===== config.mk =====
export PLATFORM = sky130hd
export DESIGN_NAME = manual_press_qualifier
export DESIGN_NICKNAME = d
export VERILOG_FILES = /design/src/rtl/mpq_pkg.sv /design/src/rtl/mpq_sync.sv /design/src/rtl/mpq_debounce.sv /design/src/rtl/mpq_judge.sv /design/src/rtl/manual_press_qualifier.sv
export SDC_FILE = /design/constraint.sdc
export NUM_CORES = 1
export LEC_CHECK = 0
export BUFFER_PORTS_ARGS = -buffer_cell sky130_fd_sc_hd__buf_2
export CELL_PAD_IN_SITES_DETAIL_PLACEMENT = 0
export CELL_PAD_IN_SITES_GLOBAL_PLACEMENT = 1
export CORE_MARGIN = 2
export CORE_UTILIZATION = 44
export DETAILED_ROUTE_END_ITERATION = 16
export GPL_ROUTABILITY_DRIVEN = 1
export PLACE_DENSITY_LB_ADDON = 0.1
export SLEW_MARGIN = 40
export SYNTH_ARGS = -nofsm -noshare
export SYNTH_HDL_FRONTEND = slang
export SYNTH_SLANG_ARGS = --single-unit

===== constraint.sdc =====
create_clock -name clk -period 2.5 [get_ports clk]
set_clock_uncertainty 0.15 [all_clocks]
set_input_delay 0.625 -clock clk [delete_from_list [all_inputs] [get_ports clk]]
set_output_delay 0.625 -clock clk [all_outputs]
set_load 0.005 [all_outputs]

===== src/rtl/mpq_pkg.sv =====
package mpq_pkg;
   typedef enum logic [2:0] {
      Q_IDLE    = 3'd0,
      Q_OBSERVE = 3'd1,
      Q_ARMED   = 3'd2,
      Q_SPENT   = 3'd3,
      Q_ABORT   = 3'd4
   } qual_state_t;
endpackage


===== src/rtl/mpq_sync.sv =====
module mpq_sync #(
   parameter int STAGES  = 2,
   parameter bit RST_VAL = 1'b0
) (
   input  logic clk,
   input  logic rst_n,
   input  logic d,
   output logic q
);
   if (STAGES < 2) begin : g_bad_stages
      $error("mpq_sync: STAGES must be at least 2");
   end

   logic [STAGES-1:0] chain;

   always_ff @(posedge clk or negedge rst_n) begin
      if (!rst_n) chain[0] <= RST_VAL;
      else        chain[0] <= d;
   end

   for (genvar s = 1; s < STAGES; s++) begin : g_stage
      always_ff @(posedge clk or negedge rst_n) begin
         if (!rst_n) chain[s] <= RST_VAL;
         else        chain[s] <= chain[s-1];
      end
   end

   assign q = chain[STAGES-1];
endmodule


===== src/rtl/mpq_debounce.sv =====
module mpq_debounce #(
   parameter int DB_TICKS = 3
) (
   input  logic clk,
   input  logic rst_n,
   input  logic tick,
   input  logic din,
   output logic level
);
   localparam int CW = (DB_TICKS < 2) ? 1 : $clog2(DB_TICKS + 1);

   if (DB_TICKS < 1) begin : g_bad_db
      $error("mpq_debounce: DB_TICKS must be at least 1");
   end

   logic [CW-1:0] disagree_cnt;
   logic          level_q;

   always_ff @(posedge clk or negedge rst_n) begin
      if (!rst_n) begin
         disagree_cnt <= '0;
         level_q      <= 1'b0;
      end else if (tick) begin
         if (din != level_q) begin
            if (disagree_cnt == CW'(DB_TICKS - 1)) begin
               level_q      <= din;
               disagree_cnt <= '0;
            end else begin
               disagree_cnt <= disagree_cnt + 1'b1;
            end
         end else begin
            disagree_cnt <= '0;
         end
      end
   end

   assign level = level_q;

   // the debounced level only moves on a strobe edge
   p_moves_on_tick_r2: assert property (@(posedge clk) disable iff (!rst_n)
      !$past(tick) |-> $stable(level_q));

   // a flip always lands on the value the input was showing
   p_flip_follows_input_r2: assert property (@(posedge clk) disable iff (!rst_n)
      (level_q != $past(level_q)) |-> (level_q == $past(din)));

   // the disagreement count never passes its limit
   p_count_bounded_r2: assert property (@(posedge clk) disable iff (!rst_n)
      disagree_cnt < CW'(DB_TICKS));
endmodule


===== src/rtl/mpq_judge.sv =====
module mpq_judge
   import mpq_pkg::*;
#(
   parameter int MIN_HIGH = 20,
   parameter int WINDOW   = 30
) (
   input  logic clk,
   input  logic rst_n,
   input  logic tick,
   input  logic held,
   input  logic measuring,
   input  logic load_on,
   output logic press_pulse,
   output logic hold_timers,
   output logic abort_meas,
   output logic restart_meas
);
   localparam int HW = $clog2(MIN_HIGH + 1);
   localparam int WW = $clog2(WINDOW + 1);

   if (MIN_HIGH < 1) begin : g_bad_min
      $error("mpq_judge: MIN_HIGH must be at least 1");
   end
   if (WINDOW < MIN_HIGH) begin : g_bad_window
      $error("mpq_judge: WINDOW must not be shorter than MIN_HIGH");
   end

   qual_state_t   st_q, st_d;
   logic [HW-1:0] hi_q, hi_d, hi_sat;
   logic [WW-1:0] wnd_q, wnd_d;
   logic          pulse_q, pulse_d;
   logic          restart_q, restart_d;

   assign hi_sat = (hi_q == HW'(MIN_HIGH)) ? hi_q : hi_q + 1'b1;

   always_comb begin
      st_d      = st_q;
      hi_d      = hi_q;
      wnd_d     = wnd_q;
      pulse_d   = 1'b0;
      restart_d = 1'b0;
      unique case (st_q)
         Q_IDLE: begin
            if (held) begin
               hi_d  = '0;
               wnd_d = '0;
               st_d  = measuring ? Q_ABORT : Q_OBSERVE;
            end
         end
         Q_OBSERVE: begin
            if (measuring && held) begin
               st_d = Q_ABORT;
            end else if (tick) begin
               wnd_d = wnd_q + 1'b1;
               if (held) hi_d = hi_sat;
               if (held && hi_sat == HW'(MIN_HIGH)) begin
                  if (load_on) begin
                     st_d = Q_SPENT;
                  end else begin
                     st_d    = Q_ARMED;
                     pulse_d = 1'b1;
                  end
               end else if (wnd_q == WW'(WINDOW - 1)) begin
                  st_d = Q_SPENT;
               end
            end
         end
         Q_ARMED: begin
            if (!held) st_d = Q_IDLE;
         end
         Q_SPENT: begin
            if (measuring && held) st_d = Q_ABORT;
            else if (!held)        st_d = Q_IDLE;
         end
         Q_ABORT: begin
            if (!held) begin
               st_d      = Q_IDLE;
               restart_d = 1'b1;
            end
         end
         default: st_d = Q_IDLE;
      endcase
   end

   always_ff @(posedge clk or negedge rst_n) begin
      if (!rst_n) begin
         st_q      <= Q_IDLE;
         hi_q      <= '0;
         wnd_q     <= '0;
         pulse_q   <= 1'b0;
         restart_q <= 1'b0;
      end else begin
         st_q      <= st_d;
         hi_q      <= hi_d;
         wnd_q     <= wnd_d;
         pulse_q   <= pulse_d;
         restart_q <= restart_d;
      end
   end

   assign press_pulse  = pulse_q;
   assign restart_meas = restart_q;
   assign hold_timers  = (st_q == Q_ARMED);
   assign abort_meas   = (st_q == Q_ABORT);

   p_pulse_single_r8: assert property (@(posedge clk) disable iff (!rst_n)
      press_pulse |=> !press_pulse);

   p_pulse_needs_held_r3: assert property (@(posedge clk) disable iff (!rst_n)
      press_pulse |-> $past(held) && $past(tick));

   p_high_count_bounded_r3: assert property (@(posedge clk) disable iff (!rst_n)
      hi_q <= HW'(MIN_HIGH));

   p_window_bounded_r3: assert property (@(posedge clk) disable iff (!rst_n)
      wnd_q <= WW'(WINDOW));

   p_pulse_arms_hold_r5: assert property (@(posedge clk) disable iff (!rst_n)
      press_pulse |-> hold_timers);

   p_hold_drops_on_release_r5: assert property (@(posedge clk) disable iff (!rst_n)
      (hold_timers && !held) |=> !hold_timers);

   p_no_pulse_when_on_r6: assert property (@(posedge clk) disable iff (!rst_n)
      press_pulse |-> !$past(load_on));

   p_abort_blocks_pulse_r7: assert property (@(posedge clk) disable iff (!rst_n)
      abort_meas |-> !press_pulse && !hold_timers);

   p_restart_follows_abort_r7: assert property (@(posedge clk) disable iff (!rst_n)
      restart_meas |-> $past(abort_meas) && !abort_meas);
endmodule


===== src/rtl/manual_press_qualifier.sv =====
module manual_press_qualifier #(
   parameter int SYNC_STAGES    = 2,
   parameter int DEBOUNCE_TICKS = 3,
   parameter int MIN_HIGH_TICKS = 20,
   parameter int WINDOW_TICKS   = 30
) (
   input  logic clk,
   input  logic rst_n,
   input  logic tick,
   input  logic trig_raw,
   input  logic measuring,
   input  logic load_on,
   output logic press_pulse,
   output logic trig_held,
   output logic hold_timers,
   output logic abort_meas,
   output logic restart_meas
);
   logic trig_sync;
   logic held_lvl;

   mpq_sync #(
      .STAGES  (SYNC_STAGES),
      .RST_VAL (1'b0)
   ) u_sync (
      .clk   (clk),
      .rst_n (rst_n),
      .d     (trig_raw),
      .q     (trig_sync)
   );

   mpq_debounce #(
      .DB_TICKS (DEBOUNCE_TICKS)
   ) u_debounce (
      .clk   (clk),
      .rst_n (rst_n),
      .tick  (tick),
      .din   (trig_sync),
      .level (held_lvl)
   );

   mpq_judge #(
      .MIN_HIGH (MIN_HIGH_TICKS),
      .WINDOW   (WINDOW_TICKS)
   ) u_judge (
      .clk          (clk),
      .rst_n        (rst_n),
      .tick         (tick),
      .held         (held_lvl),
      .measuring    (measuring),
      .load_on      (load_on),
      .press_pulse  (press_pulse),
      .hold_timers  (hold_timers),
      .abort_meas   (abort_meas),
      .restart_meas (restart_meas)
   );

   assign trig_held = held_lvl;

   // nothing is reported while reset is applied
   always_comb begin
      if (!rst_n) begin
         a_quiet_in_reset_r1: assert (!press_pulse && !held_lvl && !hold_timers
                                      && !abort_meas && !restart_meas);
      end
   end
endmodule


==> impl_results.md <==
* Outcome: complete, no violations
* GR Overflow Total at 0
* XOR/XNOR share of the synthesized area at 0.007642
* Synthesized flop and latch total at 20
* Place WS at 0.5294 ns
* Initial Util at 0.4626
* Minimum clock period at 2.089 ns
* Number of synthesized flops with an enable pin at 0
* CTS H-Tree Depth at 1
* Critical Path Start Type: register
* Gpl congestion at 0.8205
* Avg Inst Size Synth at 9.318 um^2
* Synth Area in Simple Gates at 0.2227
* Final setup margin at 0.4112 ns
* Synth area leader: dfrtp_1
* Top cells by area, synth: dfrtp_1, ha_1, a21oi_1
* Share of the synthesized area in the top cell type at 0.4367
* Vias/cell at 5.795
* Syn_nets at 133
* Port Buffers at 10
* Antenna violations before repair at 0
* Worst Setup End Kind: output pin
* Clock transition at the registers of the reported paths at 0.11 ns
* Worst-Skew Late Latency at 0.30 ns
* Largest family of logic cells by synthesized area: simple AND/OR/NAND/NOR gates
* Power per cell area at 888.5 mW/mm^2
* VDD IR-drop max at 0.4336 mV
* All-Layer GR Usage at 0.1814
* Worst path slowest cell: dfrtp_1
* Fmax at 478.7 MHz
* Synth unique cells at 38
* Die extent in y at 55.04 um
* Syn Inst Count at 123
* Post-DR wirelength/cell at 13.80 um
* Area grow syn2layout at 6.987%
* Critical-path cell list: nor2_1 -> and2_2 -> buf_2
* Iter 0 DRT Violations at 16
* CTS buffer count at 3
* Prevailing post-synth register cell: dfrtp_1
* Layout cells sized above 1 at 0.1450
* Nets@finish at 142
* Total Routed Length at 2221 um
* Min-Delay Path Class: input pin to async pin
* Slowest stage delay, CP at 0.58 ns
* Number of global-route vias before repair at 843
* Post-synth top cells: dfrtp_1, a21oi_1, nand2_1
* WS Path Type: register to output pin
* YS warnings at 0
* CP delay by family, top: flip-flops
* Util after Layout at 0.4949
* CTS Hold Buffers Added at 0
* Worst Path Buf+Inv at 1
* Final instance area at 0.001226 mm^2
* First-pass GRT wire length at 3891 um
* Post-Synth Adder-Cell Area at 0.04367
* I/O Pins at 11
* Count of final hold-check violations at 0
* Leak at 0.5567 nW
* CP required at 1.73 ns
* Max Cap Viol at 0
* Largest net degree at the start of global routing at 21
* Cell area after synthesis at 0.001146 mm^2
* Complex-gate fraction of the synthesized area at 0.1943
* Post-route DRC at 0
* Final slew viol count at 0
* Die width at 55.04 um
* Die area at 0.003029 mm^2
* DR vias at 933
* Top-count cell post-synth: dfrtp_1
* HPWL Detailed at 1575 um
* Worst EP arrival at 1.31 ns
* CORE AREA at 0.002477 mm^2
* CTS Root Cell: clkbuf_4
* Antenna Nets Post-Route at 0
* Final TNS setup at 0 ns
* CTS max path bufs at 2
* 1st-pass router iterations at 4
* TritonCTS clock tree: done
* RSZ-0062 raised after global routing: false
* Relative max-transition margin at 0.6468
* Post-synthesis mux area share at 0.02729
* Final Setup Violations at 0
* Setup Fix Bufs, Post-CTS at 0
* Period utilisation layout at 0.8355
* CTS Sinks at 20
* Register area share after synthesis at 0.4367
* Worst-margin pin slew at 0.5274 ns
* CTS resizes at 0
* Placed Instance Area at 0.001190 mm^2
* Ant diodes at 0
* Rows at 18
* Share of flip-flops with an asynchronous set or reset at 1.000
* Crit Path Max Fanout at 13
[final timing paths]
| kind | start | to | slack [ns] | cells past startpoint |
|---|---|---|---|---|
| max in group asynchronous | rst_n | u_judge.hi_q[0] | 1.79 | 1 |
| worst max register to register | u_judge.hi_q[0] | u_judge.st_q[0] | 0.55 | 6 |
| worst min-delay path | rst_n | u_judge.wnd_q[3] | 0.09 | 1 |
| min in group clk | u_sync.chain[0] | u_sync.q | 0.22 | 0 |
| worst min register to register | u_sync.chain[0] | u_sync.q | 0.22 | 0 |
| worst max-delay path | u_judge.st_q[0] | abort_meas | 0.41 | 3 |
[cell families after synthesis]
kind of cell,after synthesis
AO/OA/AOI/OAI,35
XOR/XNOR,1
adder cells (fa/ha/maj),4
buffers and inverters,14
flip-flops,20
multiplexers,3
AND/OR/NAND/NOR,46
[metal layers]
metal / wire, um / GRT usage / up-vias
met5: 0 / 0 / -
met4: 34 / 0.07317 / 0
met3: 97 / 0.03226 / 5
met2: 963 / 0.2679 / 30
met1: 1125 / 0.2615 / 443
li1: - / - / 455
[registers in the layout, indices dropped and copies added, names as in the netlist]
| register | flops |
|---|---|
| u_judge.press_pulse | 1 |
| u_judge.hi_q | 5 |
| u_judge.restart_meas | 1 |
| u_sync.chain | 1 |
| u_sync.q | 1 |
| u_judge.st_q | 3 |
| u_judge.wnd_q | 5 |
| u_debounce.level | 1 |
| u_debounce.disagree_cnt | 2 |
[area by class of cell]
| type | count | area [um^2] |
|---|---|---|
| Timing Repair Buffer | 11 | 57.56 |
| Tap cell | 30 | 37.54 |
| Inverter | 7 | 26.28 |
| Fill cell | 237 | 1251 |
| Clock buffer | 4 | 36.28 |
| Multi-Input combinational cell | 89 | 568.0 |
| Sequential cell | 20 | 500.5 |
[cells in the final DEF (no fill, tap or decap), types with 2 or more instances in the layout]
master	count
a21o_1	4
a21oi_1	9
a22o_1	2
a31oi_1	3
a41oi_1	2
and3_1	3
buf_2	10
clkbuf_4	3
dfrtp_1	20
ha_1	4
inv_1	7
mux2i_1	2
nand2_1	9
nand2b_1	2
nand3_1	8
nor2_1	8
nor2b_1	3
nor3_1	2
o21ai_0	8
o31ai_1	2
or3_1	2
or4_1	2
[worst reg2reg max path: stages (launching register included)]
cell and delay, ns:
dfrtp_1 0.42, inv_1 0.10, ha_1 0.24, a21o_1 0.18, a211oi_1 0.22, o221ai_1 0.22
o31a_1 0.32
[metrics by stage]
stage / std cells / hold WS (ns) / total power [mW]
after floorplan: 123 / 0.1794 / 0.8146
after global placement: 157 / 0.1937 / 0.9047
after detailed placement: 157 / 0.1971 / 0.9066
after CTS: 161 / 0.1109 / 1.102
after global routing: 161 / 0.1163 / 1.197
final: 161 / 0.09448 / 1.089
[where the power goes]
| group | switching [mW] | leakage, nW | internal (mW) |
|---|---|---|---|
| clock network | 0.102 | 0.0210 | 0.0889 |
| logic | 0.247 | 0.269 | 0.178 |
| registers | 0.0812 | 0.267 | 0.392 |
Power figures use the tool's default switching activity.
